$ cat src/rtl/cksum_pkg.sv
package cksum_pkg;
  localparam int WORD_W         = 32;
  localparam int BYTES_PER_WORD = WORD_W / 8;
  localparam int SUM_W          = 16;
  localparam int REG_IDX_W      = 3;

  localparam logic [REG_IDX_W-1:0] REG_BASE   = 3'd0;
  localparam logic [REG_IDX_W-1:0] REG_LEN    = 3'd1;
  localparam logic [REG_IDX_W-1:0] REG_CTRL   = 3'd2;
  localparam logic [REG_IDX_W-1:0] REG_STAT   = 3'd3;
  localparam logic [REG_IDX_W-1:0] REG_RESULT = 3'd4;

  localparam int CTRL_GO_BIT   = 0;
  localparam int CTRL_INV_BIT  = 1;
  localparam int STAT_BUSY_BIT = 0;
  localparam int STAT_DONE_BIT = 1;
endpackage

$ cat src/rtl/cksum_regs.sv
module cksum_regs
  import cksum_pkg::*;
#(
  parameter int ADDR_W = 16,
  parameter int LEN_W  = 16
) (
  input  logic                 clk,
  input  logic                 rst,
  input  logic [REG_IDX_W-1:0] s_addr,
  input  logic                 s_wr,
  input  logic [WORD_W-1:0]    s_wdata,
  input  logic                 s_rd,
  output logic [WORD_W-1:0]    s_rdata,
  output logic [ADDR_W-1:0]    base_o,
  output logic [LEN_W-1:0]     len_o,
  output logic                 start_o,
  input  logic                 sum_vld_i,
  input  logic [SUM_W-1:0]     sum_i
);
  logic             busy_q, done_q, inv_q;
  logic [SUM_W-1:0] result_q;
  logic [WORD_W-1:0] rd_mux;
  logic              wdata_unused;

  assign wdata_unused = ^s_wdata;

  always_comb begin
    rd_mux = '0;
    case (s_addr)
      REG_BASE:   rd_mux = WORD_W'(base_o);
      REG_LEN:    rd_mux = WORD_W'(len_o);
      REG_CTRL:   rd_mux[CTRL_INV_BIT] = inv_q;
      REG_STAT: begin
        rd_mux[STAT_BUSY_BIT] = busy_q;
        rd_mux[STAT_DONE_BIT] = done_q;
      end
      REG_RESULT: rd_mux = WORD_W'(result_q);
      default:    rd_mux = '0;
    endcase
  end

  always_ff @(posedge clk) begin
    if (rst) begin
      base_o   <= '0;
      len_o    <= '0;
      start_o  <= 1'b0;
      busy_q   <= 1'b0;
      done_q   <= 1'b0;
      inv_q    <= 1'b0;
      result_q <= '0;
      s_rdata  <= '0;
    end else begin
      start_o <= 1'b0;
      if (s_wr && !busy_q) begin
        case (s_addr)
          REG_BASE: base_o <= {s_wdata[ADDR_W-1:2], 2'b00};
          REG_LEN:  len_o  <= s_wdata[LEN_W-1:0];
          REG_CTRL: begin
            if (s_wdata[CTRL_GO_BIT]) begin
              busy_q  <= 1'b1;
              done_q  <= 1'b0;
              start_o <= 1'b1;
              inv_q   <= s_wdata[CTRL_INV_BIT];
            end
          end
          default: ;
        endcase
      end
      if (sum_vld_i) begin
        result_q <= inv_q ? ~sum_i : sum_i;
        busy_q   <= 1'b0;
        done_q   <= 1'b1;
      end
      if (s_rd) s_rdata <= rd_mux;
    end
  end

  AST_BUSY_DONE_EXCL: assert property (@(posedge clk) disable iff (rst)
    !(busy_q && done_q));
  AST_RESULT_ONLY_WHEN_BUSY: assert property (@(posedge clk) disable iff (rst)
    sum_vld_i |-> busy_q);
  AST_IDLE_RESULT_HELD: assert property (@(posedge clk) disable iff (rst)
    (!busy_q && !start_o) |=> $stable(result_q));
endmodule

$ cat src/rtl/cksum_fetch.sv
module cksum_fetch
  import cksum_pkg::*;
#(
  parameter int ADDR_W = 16,
  parameter int LEN_W  = 16
) (
  input  logic              clk,
  input  logic              rst,
  input  logic              start_i,
  input  logic [ADDR_W-1:0] base_i,
  input  logic [LEN_W-1:0]  len_i,
  output logic [ADDR_W-1:0] m_addr,
  output logic              m_read,
  input  logic              m_wait,
  input  logic              m_rvalid,
  input  logic [WORD_W-1:0] m_rdata,
  output logic [WORD_W-1:0] word_o,
  output logic [2:0]        nbytes_o,
  output logic              word_vld_o,
  output logic              finish_o
);
  localparam int CNT_W = LEN_W + 1;

  logic [CNT_W-1:0] words;
  logic [CNT_W-1:0] issue_left, recv_left;
  logic [2:0]       last_n;
  logic             active;

  assign words = ({1'b0, len_i} + CNT_W'(BYTES_PER_WORD - 1)) >> 2;

  always_ff @(posedge clk) begin
    if (rst) begin
      m_addr     <= '0;
      m_read     <= 1'b0;
      issue_left <= '0;
      recv_left  <= '0;
      last_n     <= 3'd0;
      active     <= 1'b0;
      word_o     <= '0;
      nbytes_o   <= 3'd0;
      word_vld_o <= 1'b0;
      finish_o   <= 1'b0;
    end else begin
      word_vld_o <= 1'b0;
      finish_o   <= 1'b0;
      if (start_i) begin
        m_addr     <= base_i;
        issue_left <= words;
        recv_left  <= words;
        m_read     <= (words != '0);
        last_n     <= (len_i[1:0] == 2'd0) ? 3'd4 : {1'b0, len_i[1:0]};
        if (words == '0) finish_o <= 1'b1;
        else             active   <= 1'b1;
      end else begin
        if (m_read && !m_wait) begin
          m_addr     <= m_addr + ADDR_W'(BYTES_PER_WORD);
          issue_left <= issue_left - 1'b1;
          m_read     <= (issue_left != CNT_W'(1));
        end
        if (active && m_rvalid) begin
          word_o     <= m_rdata;
          nbytes_o   <= (recv_left == CNT_W'(1)) ? last_n : 3'd4;
          word_vld_o <= 1'b1;
          recv_left  <= recv_left - 1'b1;
          if (recv_left == CNT_W'(1)) begin
            active   <= 1'b0;
            finish_o <= 1'b1;
          end
        end
      end
    end
  end

  AST_HOLD_WHILE_WAIT: assert property (@(posedge clk) disable iff (rst)
    (m_read && m_wait) |=> (m_read && $stable(m_addr)));
  AST_ADDR_STEP: assert property (@(posedge clk) disable iff (rst)
    (m_read && !m_wait && !start_i) |=> (m_addr == $past(m_addr) + ADDR_W'(4)));
  AST_ONE_OUTSTANDING: assert property (@(posedge clk) disable iff (rst)
    (recv_left - issue_left) <= CNT_W'(1));
  AST_NO_EXTRA_READ: assert property (@(posedge clk) disable iff (rst)
    m_read |-> (issue_left != '0));
  AST_START_WHEN_IDLE: assert property (@(posedge clk) disable iff (rst)
    start_i |-> (!active && !m_read));
endmodule

$ cat src/rtl/cksum_accum.sv
module cksum_accum
  import cksum_pkg::*;
#(
  parameter int LEN_W = 16
) (
  input  logic              clk,
  input  logic              rst,
  input  logic              clear_i,
  input  logic              add_i,
  input  logic [WORD_W-1:0] word_i,
  input  logic [2:0]        nbytes_i,
  input  logic              finish_i,
  output logic [SUM_W-1:0]  sum_o,
  output logic              sum_vld_o
);
  localparam int ACC_W = LEN_W + 17;

  logic [ACC_W-1:0] acc_q;
  logic             folding;
  logic [7:0]       bytes [BYTES_PER_WORD];
  logic [SUM_W-1:0] half_hi, half_lo;

  for (genvar k = 0; k < BYTES_PER_WORD; k++) begin : g_mask
    assign bytes[k] = (3'(k) < nbytes_i) ? word_i[8*k +: 8] : 8'h00;
  end

  assign half_hi = {bytes[0], bytes[1]};
  assign half_lo = {bytes[2], bytes[3]};

  always_ff @(posedge clk) begin
    if (rst || clear_i) begin
      acc_q     <= '0;
      folding   <= 1'b0;
      sum_o     <= '0;
      sum_vld_o <= 1'b0;
    end else begin
      sum_vld_o <= 1'b0;
      if (add_i) acc_q <= acc_q + ACC_W'(half_hi) + ACC_W'(half_lo);
      if (finish_i) folding <= 1'b1;
      if (folding) begin
        if (acc_q[ACC_W-1:SUM_W] == '0) begin
          sum_o     <= acc_q[SUM_W-1:0];
          sum_vld_o <= 1'b1;
          folding   <= 1'b0;
        end else begin
          acc_q <= ACC_W'(acc_q[SUM_W-1:0]) + (acc_q >> SUM_W);
        end
      end
    end
  end

  AST_NO_OVERFLOW: assert property (@(posedge clk) disable iff (rst)
    !acc_q[ACC_W-1]);
  AST_SINGLE_RESULT: assert property (@(posedge clk) disable iff (rst)
    sum_vld_o |=> !sum_vld_o);
  AST_NO_ADD_WHILE_FOLD: assert property (@(posedge clk) disable iff (rst)
    folding |-> !add_i);
endmodule

$ cat src/rtl/cksum_engine.sv
module cksum_engine
  import cksum_pkg::*;
#(
  parameter int ADDR_W = 16,
  parameter int LEN_W  = 16
) (
  input  logic                 clk,
  input  logic                 rst,
  input  logic [REG_IDX_W-1:0] s_addr,
  input  logic                 s_wr,
  input  logic [WORD_W-1:0]    s_wdata,
  input  logic                 s_rd,
  output logic [WORD_W-1:0]    s_rdata,
  output logic [ADDR_W-1:0]    m_addr,
  output logic                 m_read,
  input  logic                 m_wait,
  input  logic                 m_rvalid,
  input  logic [WORD_W-1:0]    m_rdata
);
  logic [ADDR_W-1:0] base;
  logic [LEN_W-1:0]  len;
  logic              start;
  logic [WORD_W-1:0] word;
  logic [2:0]        nbytes;
  logic              word_vld, finish, sum_vld;
  logic [SUM_W-1:0]  sum;

  cksum_regs #(.ADDR_W(ADDR_W), .LEN_W(LEN_W)) u_regs (
    .clk(clk), .rst(rst), .s_addr(s_addr), .s_wr(s_wr), .s_wdata(s_wdata),
    .s_rd(s_rd), .s_rdata(s_rdata), .base_o(base), .len_o(len),
    .start_o(start), .sum_vld_i(sum_vld), .sum_i(sum)
  );

  cksum_fetch #(.ADDR_W(ADDR_W), .LEN_W(LEN_W)) u_fetch (
    .clk(clk), .rst(rst), .start_i(start), .base_i(base), .len_i(len),
    .m_addr(m_addr), .m_read(m_read), .m_wait(m_wait), .m_rvalid(m_rvalid),
    .m_rdata(m_rdata), .word_o(word), .nbytes_o(nbytes),
    .word_vld_o(word_vld), .finish_o(finish)
  );

  cksum_accum #(.LEN_W(LEN_W)) u_accum (
    .clk(clk), .rst(rst), .clear_i(start), .add_i(word_vld), .word_i(word),
    .nbytes_i(nbytes), .finish_i(finish), .sum_o(sum), .sum_vld_o(sum_vld)
  );
endmodule

$ cat config.mk
export PLATFORM = sky130hd
export DESIGN_NAME = cksum_engine
export DESIGN_NICKNAME = d
export VERILOG_FILES = /design/src/rtl/cksum_pkg.sv /design/src/rtl/cksum_regs.sv /design/src/rtl/cksum_fetch.sv /design/src/rtl/cksum_accum.sv /design/src/rtl/cksum_engine.sv
export SDC_FILE = /design/constraint.sdc
export NUM_CORES = 1
export LEC_CHECK = 0
export BUFFER_PORTS_ARGS = -buffer_cell sky130_fd_sc_hd__buf_4
export CAP_MARGIN = 10
export CORE_MARGIN = 2
export CORE_UTILIZATION = 64
export DETAILED_ROUTE_END_ITERATION = 12
export PLACE_DENSITY = 0.86
export SYNTH_ARGS = -nofsm -noshare
export SYNTH_HDL_FRONTEND = slang
export SYNTH_SLANG_ARGS = --single-unit
export TNS_END_PERCENT = 5
$ cat constraint.sdc
create_clock -name clk -period 6.25 [get_ports clk]
set_input_delay 1.25 -clock clk [delete_from_list [all_inputs] [get_ports clk]]
set_output_delay 1.25 -clock clk [all_outputs]
set_load 0.03 [all_outputs]
==> results.sh, run 1 <==
export IMPL_status="complete, no violations"
export IMPL_sequentialPowerShare=0.497
export IMPL_cts_tree="yes"
export IMPL_postRouteWirelength_microns=27900
export IMPL_drt_iter0_markers=938
export IMPL_combPwrFrac=0.051
export IMPL_max_vdd_ir_drop_uv=227
export IMPL_clock_fmax_mhz=254
export IMPL_switchingPower_mw=0.618
export IMPL_final_cell_mix="237 x nand2_1, 207 x dfxtp_1, 161 x nor2_1"
export IMPL_dp_slack_ns=2.42
export IMPL_clock_sinks=207
export IMPL_required_ns=6.71
export IMPL_area_growth_syn_to_layout_pct=11.6
export IMPL_die_area_sq_um=18700
export IMPL_period_share=0.629
export IMPL_finalClockSkew_ns=0.0117
export IMPL_crit_fanout=12
export IMPL_grt_pass1_vias=9063
export IMPL_core_rowCount=48
export IMPL_io_pins=122
export IMPL_cts_hold_fix_buffers=0
export IMPL_finalMaxSlewViolations=0
export IMPL_fp_coreArea_sq_um=17300
export IMPL_post_cts_buffers=0
export IMPL_grt_max_degree=101
export IMPL_clk_pin_slew_worst_paths_ns=0.06
export IMPL_seqCellArea_sq_um=4140
export IMPL_synth_edf_count=0
export IMPL_numCtsBuffers=22
export IMPL_ys_ff_latch=207
export IMPL_drive_above_1_share=0.102
export IMPL_critPathArrivalTime_ns=4.39
export IMPL_drv_cap=0
export IMPL_use_met3=0.0370
export IMPL_initial_core_util=0.652
export IMPL_yosysSeqAreaShare=0.367
export IMPL_setup_ws_ns=2.32
export IMPL_vias=9849
export IMPL_rsz0062_at_grt="false"
export IMPL_fin_setup_tns_ns=0
export IMPL_tightestPinTransition_ns=1.12
export IMPL_die_w_microns=137
export IMPL_ctsLongestPathBuffers=3
export IMPL_final_hold_violation_count=0
export IMPL_crit_path_start_kind="flip-flop"
export IMPL_grt_overflow=0
export IMPL_postSynthCellCount=1405
export IMPL_fin_total_pwr_mw=2.70
export IMPL_fin_area_sq_um=12600
export IMPL_cts_repair_resized=0
export IMPL_async_flop_share=0
export IMPL_hpwlAfterDp_microns=20100
export IMPL_multi_input_area_sq_um=6570
export IMPL_fin_crit_ns=3.93
export IMPL_critical_path_class="reg -> reg"
export IMPL_critPathCaptureType="flip-flop"
export IMPL_n_fill_cell=1318
export IMPL_internal_power_mw=2.08
export IMPL_use_met2=0.488
export IMPL_antenna_found_initial=0
export IMPL_synth_ff_type="dfxtp_1"
export IMPL_dr_pass1_iters=5
export IMPL_antenna_cells=0
export IMPL_grt_total_usage=0.295
export IMPL_synth_area_sq_um=11300
export IMPL_slew_headroom=0.252
export IMPL_synth_distinct_cells=72
export IMPL_avgSynthCellArea_sq_um=8.03
export IMPL_viasPerCell=5.83
export IMPL_synth_warnings=0
export IMPL_clock_root_buffer="clkbuf_16"
export IMPL_powerDensity_nw_per_um2=214
export IMPL_detail_route_antenna_nets=0
export IMPL_fp_dieH_microns=137
export IMPL_place_area_sq_um=11900
export IMPL_htree_levels=1
export IMPL_setup_viol=0
export IMPL_place_congestion=0.935
export IMPL_nNetsFinal=1580
export IMPL_portBuffers=87
export IMPL_netSwitchingFraction=0.229
export IMPL_clkLatencyLatePin_ns=0.51
export IMPL_drc_errors=0
export IMPL_final_common_cell="nand2_1"
export IMPL_grt_pass1_wl_microns=44600
export IMPL_use_met1=0.388
export IMPL_busiest_layer="met2"
export IMPL_hold_class="reg -> reg"
export IMPL_p_leak_nw=5.03
export IMPL_clock_power_share=0.452
export IMPL_routedWlPerCell_microns=16.5
==> through the flow <==
step,hold slack (ns),instances,util
floorplan,0.432,1422,-
global placement,0.441,1653,0.690
detailed placement,0.444,1653,0.690
CTS,0.453,1689,0.728
global route,0.476,1689,0.728
finish,0.450,1689,0.728
==> Yosys cell counts (19+ instances only) <==
| cell type | n | share of area |
|---|---|---|
| clkbuf_1 | 55 | 0.018 |
| nor2_1 | 162 | 0.054 |
| o21ai_0 | 40 | 0.018 |
| nand3_1 | 24 | 0.011 |
| a211oi_1 | 43 | 0.029 |
| inv_1 | 60 | 0.020 |
| buf_4 | 19 | 0.013 |
| dfxtp_1 | 207 | 0.37 |
| xor2_1 | 39 | 0.030 |
| nor3_1 | 24 | 0.011 |
| ha_1 | 37 | 0.041 |
| xnor2_1 | 63 | 0.049 |
| nand2_1 | 237 | 0.079 |
| a21oi_1 | 122 | 0.054 |
| mux2i_1 | 42 | 0.037 |
==> cell families (layout without fill, tap and decap cells) <==
group           after synthesis  in the layout  synth area share
compound gates              306            306             0.171
xor+xnor                    102            102            0.0792
fa+ha+maj                    55             55            0.0730
buf+inv                     149            191            0.0568
flops                       207            207             0.367
mux                          45             45            0.0403
other cells                   1             18          0.000332
simple gates                540            540             0.213
==> flip-flops by register name (all words and copies together), names as in the netlist, 3 cells and up <==
register and cells:
u_fetch.m_addr 14, u_fetch.nbytes_o 3, u_regs.result_q 16, u_regs.s_rdata 16, u_regs.base_o 14, u_accum.sum_o 16
u_fetch.word_o 32, u_fetch.last_n 3, u_regs.len_o 16, u_accum.acc_q 33, u_fetch.issue_left 17, u_fetch.recv_left 17
==> power groups by stage <==
stage / clock [mW] / combinational (mW) / sequential [mW]
floorplan: 0 / 0.0935 / 1.37
global placement: 0 / 0.133 / 1.37
detailed placement: 0 / 0.135 / 1.37
CTS: 1.23 / 0.135 / 1.34
global route: 1.29 / 0.148 / 1.34
finish: 1.22 / 0.137 / 1.34
==> final timing paths <==
path,to,depth (start not counted),from,slack (ns)
max reg2reg,u_accum.acc_q[27],14,u_fetch.nbytes_o[2],2.32
max,u_accum.acc_q[27],14,u_fetch.nbytes_o[2],2.32
min,u_fetch.word_o[27],2,u_fetch.word_o[27],0.45
min reg2reg,u_fetch.word_o[27],2,u_fetch.word_o[27],0.45
==> layout make-up <==
type	count	share of cell area
Tap cell	225	0.0224
Sequential cell	207	0.329
Multi-Input combinational cell	1066	0.521
Clock buffer	29	0.0466
Timing Repair Buffer	95	0.0566
Clock inverter	7	0.00586
Inverter	60	0.0179
==> routing by layer <==
layer / part of all wire / routed length, microns
met5: 0 / 0
met4: 0.046 / 1280
met3: 0.060 / 1660
met2: 0.47 / 13000
met1: 0.43 / 11900
==> critical path: stages, from the launching register on <==
cell and delay [ns]:
dfxtp_1 0.57, or2_2 0.27, nand2_1 0.10, fa_1 0.46, inv_1 0.09, ha_1 0.20
inv_1 0.07, fa_1 0.40, nand2b_1 0.19, a21oi_2 0.19, o21ai_2 0.14, a311oi_4 0.37
o21ai_1 0.24, or4_1 0.53, nand2_1 0.08
Power figures use the tool's default switching activity.
==> run 2: changes to the inputs <==
--- a/config.mk
+++ b/config.mk
@@ -8,9 +8,9 @@
 export BUFFER_PORTS_ARGS = -buffer_cell sky130_fd_sc_hd__buf_4
 export CAP_MARGIN = 10
 export CORE_MARGIN = 2
-export CORE_UTILIZATION = 64
+export CORE_UTILIZATION = 54
 export DETAILED_ROUTE_END_ITERATION = 12
-export PLACE_DENSITY = 0.86
+export PLACE_DENSITY = 0.77
 export SYNTH_ARGS = -nofsm -noshare
 export SYNTH_HDL_FRONTEND = slang
 export SYNTH_SLANG_ARGS = --single-unit
==> constraint.sdc (replaced) <==
create_clock -name clk -period 3.6 [get_ports clk]
set_input_delay 0.72 -clock clk [delete_from_list [all_inputs] [get_ports clk]]
set_output_delay 0.72 -clock clk [all_outputs]
set_load 0.03 [all_outputs]
==> run 2 against run 1 <==
Worst setup slack got worse by 2.1 ns. Core utilization shrank 9.7 points. Clock power grew 83%. Sequential share of layout area is 0.66 points lower. First-iteration DRC count down 41%. Register-to-register slack worse by 2.1 ns. Largest power group unchanged. Via count decreased by 1.1%. Design area grew 2.0%. Clock skew increased by 0.0018 ns. Critical path depth is the same. Global-route usage down 4.8 points. Sequential cell count unchanged.
==> results.sh, run 2 (synthesis gave the netlist of run 1 again) <==
export IMPL_status="complete, no violations"
export IMPL_n_fill_cell=1756
export IMPL_critical_path_class="reg -> reg"
export IMPL_drv_cap=0
export IMPL_clock_sinks=207
export IMPL_grt_max_degree=57
export IMPL_dpl_cell_count=1712
export IMPL_crit_path_start_kind="flip-flop"
export IMPL_fin_setup_tns_ns=0
export IMPL_cts_hold_fix_buffers=0
export IMPL_slew_headroom=0.296
export IMPL_ctsLongestPathBuffers=3
export IMPL_final_common_cell="nand2_1"
export IMPL_p_leak_nw=5.13
export IMPL_post_cts_buffers=0
export IMPL_postRouteWirelength_microns=27700
export IMPL_powerDensity_nw_per_um2=374
export IMPL_fin_crit_ns=3.40
export IMPL_critPathCaptureType="flip-flop"
export IMPL_finalMaxSlewViolations=0
export IMPL_grt_pass1_wl_microns=44500
export IMPL_period_share=0.945
export IMPL_viasPerCell=5.55
export IMPL_critPathArrivalTime_ns=3.87
export IMPL_setup_viol=0
export IMPL_r2r_start="u_fetch.nbytes_o[1]"
export IMPL_grt_total_usage=0.247
export IMPL_die_w_microns=149
export IMPL_cts_tree="yes"
export IMPL_hpwlAfterDp_microns=20200
export IMPL_nNetsFinal=1595
export IMPL_max_vdd_ir_drop_uv=317
export IMPL_hold_class="in -> reg"
export IMPL_fp_coreArea_sq_um=20400
export IMPL_initial_core_util=0.554
export IMPL_cts_repair_resized=0
export IMPL_core_rowCount=52
export IMPL_drt_iter0_markers=550
export IMPL_stdcell_count=1754
export IMPL_clock_root_buffer="clkbuf_16"
export IMPL_routedWlPerCell_microns=15.8
export IMPL_dr_pass1_iters=5
export IMPL_largest_reg_flops=33
export IMPL_grt_overflow=0
export IMPL_antenna_cells=0
export IMPL_place_congestion=0.915
export IMPL_worstHoldStart="s_rd"
export IMPL_detail_route_antenna_nets=0
export IMPL_io_pins=122
export IMPL_tightestPinTransition_ns=1.05
export IMPL_rsz0062_at_grt="false"
export IMPL_drc_errors=0
export IMPL_grt_pass1_vias=8904
export IMPL_antenna_found_initial=0
export IMPL_crit_fanout=8
export IMPL_fp_dieH_microns=149
export IMPL_clkLatencyLatePin_ns=0.53
export IMPL_vias=9740
export IMPL_die_area_sq_um=22100
export IMPL_required_ns=4.07
export IMPL_final_cell_mix="237 x nand2_1, 207 x dfxtp_1, 161 x nor2_1"
export IMPL_clock_fmax_mhz=294
export IMPL_final_hold_violation_count=0
export IMPL_numCtsBuffers=23
export IMPL_reg_largest_list="u_accum.acc_q: 33 flops, u_fetch.word_o: 32 flops"
export IMPL_finalClockSkew_ns=0.0135
export IMPL_htree_levels=1
export IMPL_portBuffers=87
export IMPL_largest_register="u_accum.acc_q"
export IMPL_critPathLaunch="u_fetch.nbytes_o[1]"
export IMPL_drive_above_1_share=0.118
export IMPL_clk_pin_slew_worst_paths_ns=0.06
export IMPL_area_growth_syn_to_layout_pct=13.9
[run 2: cell types whose count changed in the layout (fill, tap and decap cells not counted), sizes merged]
cell      previous run  this run
clkbuf              29        32
buf                 95       109
bufinv               1         0
inv                 60        63
clkinv               5         4
clkinvlp             1         3
[run 2: power by group]
part	internal (mW)	switching (mW)
Combinational	0.0913	0.153
Sequential	2.31	0.0214
Clock	1.26	0.965
Total	3.66	1.14
[run 2: final timing paths]
check / cells after the start / slack, ns / endpoint
hold reg to reg: 2 / 0.45 / u_fetch.word_o[21]
hold / removal: 2 / 0.41 / u_regs.s_rdata[0]
setup reg to reg: 14 / 0.20 / u_accum.acc_q[21]
setup / recovery: 14 / 0.20 / u_accum.acc_q[21]
[run 2: area by class of cell]
class / count / area [sq um] / share of cell area
clock inverters: 10 / 80.1 / 0.00623
multi-input cells: 1066 / 6600 / 0.514
inverters: 60 / 225 / 0.0175
flip-flops and latches: 207 / 4140 / 0.323
clock buffers: 32 / 639 / 0.0498
repair buffers: 109 / 818 / 0.0637
well taps: 270 / 338 / 0.0263
[run 2: worst max-delay path: stages (launching register included)]
cell and delay, ns:
dfxtp_1 0.33, or2_2 0.31, nand2_1 0.09, fa_1 0.42, inv_1 0.07, ha_2 0.19
inv_1 0.05, fa_2 0.34, nand2b_4 0.16, a21oi_4 0.16, o21ai_2 0.11, a311oi_4 0.40
o21ai_4 0.13, or4_1 0.51, nand2_1 0.07
[run 2: per-layer routing]
| metal | wire, microns | track usage |
|---|---|---|
| met1 | 12500 | 0.340 |
| met2 | 12600 | 0.400 |
| met3 | 1580 | 0.0337 |
| met4 | 965 | 0.0833 |
| met5 | 0 | 0 |
[run 2: stage by stage]
step           setup WS, ns  utilization  hold slack (ns)  total power, mW  cell area, sq um
2_1_floorplan         0.178            -            0.432             2.54             11300
3_3_place_gp          0.108        0.594            0.442             2.62             12100
3_5_place_dp         0.0649        0.594            0.447             2.62             12100
4_1_cts             0.00982        0.629            0.390             4.83             12800
5_1_grt              0.0275        0.631            0.419             4.96             12800
6_report              0.197        0.631            0.406             4.80             12800
==> run 3: changes to the inputs <==
--- a/config.mk
+++ b/config.mk
@@ -7,10 +7,11 @@
 export LEC_CHECK = 0
 export BUFFER_PORTS_ARGS = -buffer_cell sky130_fd_sc_hd__buf_4
 export CAP_MARGIN = 10
-export CORE_MARGIN = 2
+export CORE_MARGIN = 1
 export CORE_UTILIZATION = 54
 export DETAILED_ROUTE_END_ITERATION = 12
 export PLACE_DENSITY = 0.77
+export SETUP_SLACK_MARGIN = 0.3
 export SYNTH_ARGS = -nofsm -noshare
 export SYNTH_HDL_FRONTEND = slang
 export SYNTH_SLANG_ARGS = --single-unit
==> run 3 against run 2 <==
Clock skew is 0.00095 ns lower. Combinational power hardly changed. Via count is 0.31% higher. Die area is 2.7% lower. Critical endpoint is now u_accum.acc_q[19]. Highest routed layer unchanged.
==> results.sh, run 3 (synthesis gave the netlist of run 1 again) <==
export IMPL_clock_sinks=207
export IMPL_crit_chain="or2_4 > buf_4 > and2_1 > fa_1 > ha_4 > o211ai_1 > a21oi_4 > o21ai_4 > a311oi_4 > buf_6 > o2111ai_4 > xor2_1 > nor2_1"
export IMPL_fp_dieH_microns=147
export IMPL_period_share=0.916
export IMPL_fin_total_pwr_mw=4.95
export IMPL_drt_iter0_markers=686
export IMPL_status="complete, no violations"
export IMPL_nNetsFinal=1597
export IMPL_die_w_microns=147
export IMPL_vias=9770
export IMPL_numCtsBuffers=24
export IMPL_htree_levels=1
export IMPL_grt_pass1_wl_microns=46200
export IMPL_crit_path_start_kind="flip-flop"
export IMPL_final_cell_mix="236 x nand2_1, 206 x dfxtp_1, 161 x nor2_1"
export IMPL_viasPerCell=5.56
export IMPL_finalMaxSlewViolations=0
export IMPL_routedWlPerCell_microns=16.0
export IMPL_slew_headroom=0.312
export IMPL_grt_pass1_vias=9303
export IMPL_critical_path_class="reg -> reg"
export IMPL_cpMaxStageDelayCell="fa_1"
export IMPL_worstHoldStart="s_rd"
export IMPL_largest_reg_flops=33
export IMPL_antenna_found_initial=0
export IMPL_hpwlAfterDp_microns=20200
export IMPL_r2r_start="u_fetch.nbytes_o[2]"
export IMPL_place_congestion=0.941
export IMPL_reg_largest_list="u_accum.acc_q: 33 flops, u_fetch.word_o: 32 flops"
export IMPL_n_fill_cell=1781
export IMPL_area_growth_syn_to_layout_pct=15.4
export IMPL_final_util=0.639
export IMPL_final_common_cell="nand2_1"
export IMPL_max_vdd_ir_drop_uv=294
export IMPL_core_rowCount=52
export IMPL_io_pins=122
export IMPL_postRouteWirelength_microns=28100
export IMPL_r2r_setup_slack_ns=0.30
export IMPL_dr_pass1_iters=5
export IMPL_crit_fanout=6
export IMPL_clk_pin_slew_worst_paths_ns=0.06
export IMPL_fin_setup_tns_ns=0
export IMPL_cts_tree="yes"
export IMPL_largest_register="u_accum.acc_q"
export IMPL_critPathLaunch="u_fetch.nbytes_o[2]"
export IMPL_hold_class="in -> reg"
export IMPL_slowest_delay_ns=0.48
export IMPL_drive_above_1_share=0.128
export IMPL_critPathArrivalTime_ns=3.68
export IMPL_clock_root_buffer="clkbuf_16"
export IMPL_powerDensity_nw_per_um2=380
export IMPL_hold_depth=2
export IMPL_cp_num_buf_inv=2
export IMPL_finalClockSkew_ns=0.0126
export IMPL_drc_errors=0
export IMPL_initial_core_util=0.554
export IMPL_fp_coreArea_sq_um=20400
export IMPL_die_area_sq_um=21500
export IMPL_antenna_cells=0
export IMPL_fin_crit_ns=3.30
export IMPL_min_to="u_regs.s_rdata[0]"
export IMPL_clock_fmax_mhz=303
export IMPL_grt_total_usage=0.263
export IMPL_drv_cap=0
export IMPL_rsz0062_at_grt="true"
export IMPL_p_leak_nw=5.16
export IMPL_critPathCaptureType="flip-flop"
export IMPL_tightestPinTransition_ns=1.03
export IMPL_reg2reg_depth=13
export IMPL_ctsLongestPathBuffers=3
export IMPL_cpLargestDelayFamily="compound AO/OA/AOI/OAI gates"
export IMPL_r2r_end="u_accum.acc_q[19]"
export IMPL_grt_overflow=0
export IMPL_multi_input_area_sq_um=6700
export IMPL_clkLatencyLatePin_ns=0.52
export IMPL_seqCellArea_sq_um=4150
export IMPL_final_hold_violation_count=0
export IMPL_required_ns=3.99
export IMPL_setup_viol=0
export IMPL_detail_route_antenna_nets=0
export IMPL_grt_max_degree=59
export IMPL_portBuffers=87
==> run 3: cell count changes in the layout (fill, tap and decap cells not counted), moves of 2 or more <==
cell	delta
o2111ai_1	-2
o2111ai_4	+2
ha_4	+2
inv_1	-2
ha_1	-3
inv_2	+2
clkinvlp_4	-3
clkbuf_8	+4
clkbuf_16	+2
==> run 3: worst max-delay path by stage <==
stage | endpoint | cells past startpoint
4_1_cts | u_accum.acc_q[27] | 14
6_report | u_accum.acc_q[19] | 13
3_5_place_dp | u_accum.acc_q[25] | 14
2_1_floorplan | u_accum.acc_q[27] | 15
3_3_place_gp | u_accum.acc_q[21] | 14
5_1_grt | u_accum.acc_q[19] | 15
==> run 3: area by class of cell <==
cell class,count,share of cell area
flip-flops and latches,207,0.319
well taps,270,0.0260
clock inverters,6,0.00288
inverters,60,0.0173
multi-input cells,1066,0.514
repair buffers,110,0.0637
clock buffers,38,0.0572
==> run 3: stage by stage <==
stage          hold WS (ns)  setup slack [ns]  area, sq um  cells
6_report              0.428             0.304        13000   1757
5_1_grt               0.424             0.207        13000   1757
4_1_cts               0.408             0.244        12900   1753
3_5_place_dp          0.444             0.111        12100   1708
3_3_place_gp          0.443             0.162        12100   1708
2_1_floorplan         0.432             0.300        11400   1422
==> run 3: power by group <==
group	internal, mW	total [mW]	switching, mW
Combinational	0.0912	0.243	0.151
Sequential	2.31	2.33	0.0213
Clock	1.42	2.38	0.962
Total	3.82	4.95	1.13
==> run 3: timing repair <==
item / in CTS / in global routing
setup endpoints to repair: 10 / 17
hold endpoints to repair: 0 / 0
hold buffers: 0 / 0
pin swaps: 2 / 19
resized for setup: 7 / 18
setup buffers: 1 / 4
==> run 3: worst register-to-register path, cell delays in order (launching register included) <==
cell and delay (ns):
dfxtp_4 0.36, or2_4 0.27, buf_4 0.15, and2_1 0.16
fa_1 0.48, ha_4 0.31, o211ai_1 0.13, a21oi_4 0.19
o21ai_4 0.11, a311oi_4 0.43, buf_6 0.19, o2111ai_4 0.11
xor2_1 0.21, nor2_1 0.06
==> run 3: per-layer routing <==
layer  share of wire  GRT usage
met3           0.058     0.0388
met1            0.45      0.348
met5               0          0
met2            0.47      0.443
met4           0.022     0.0781
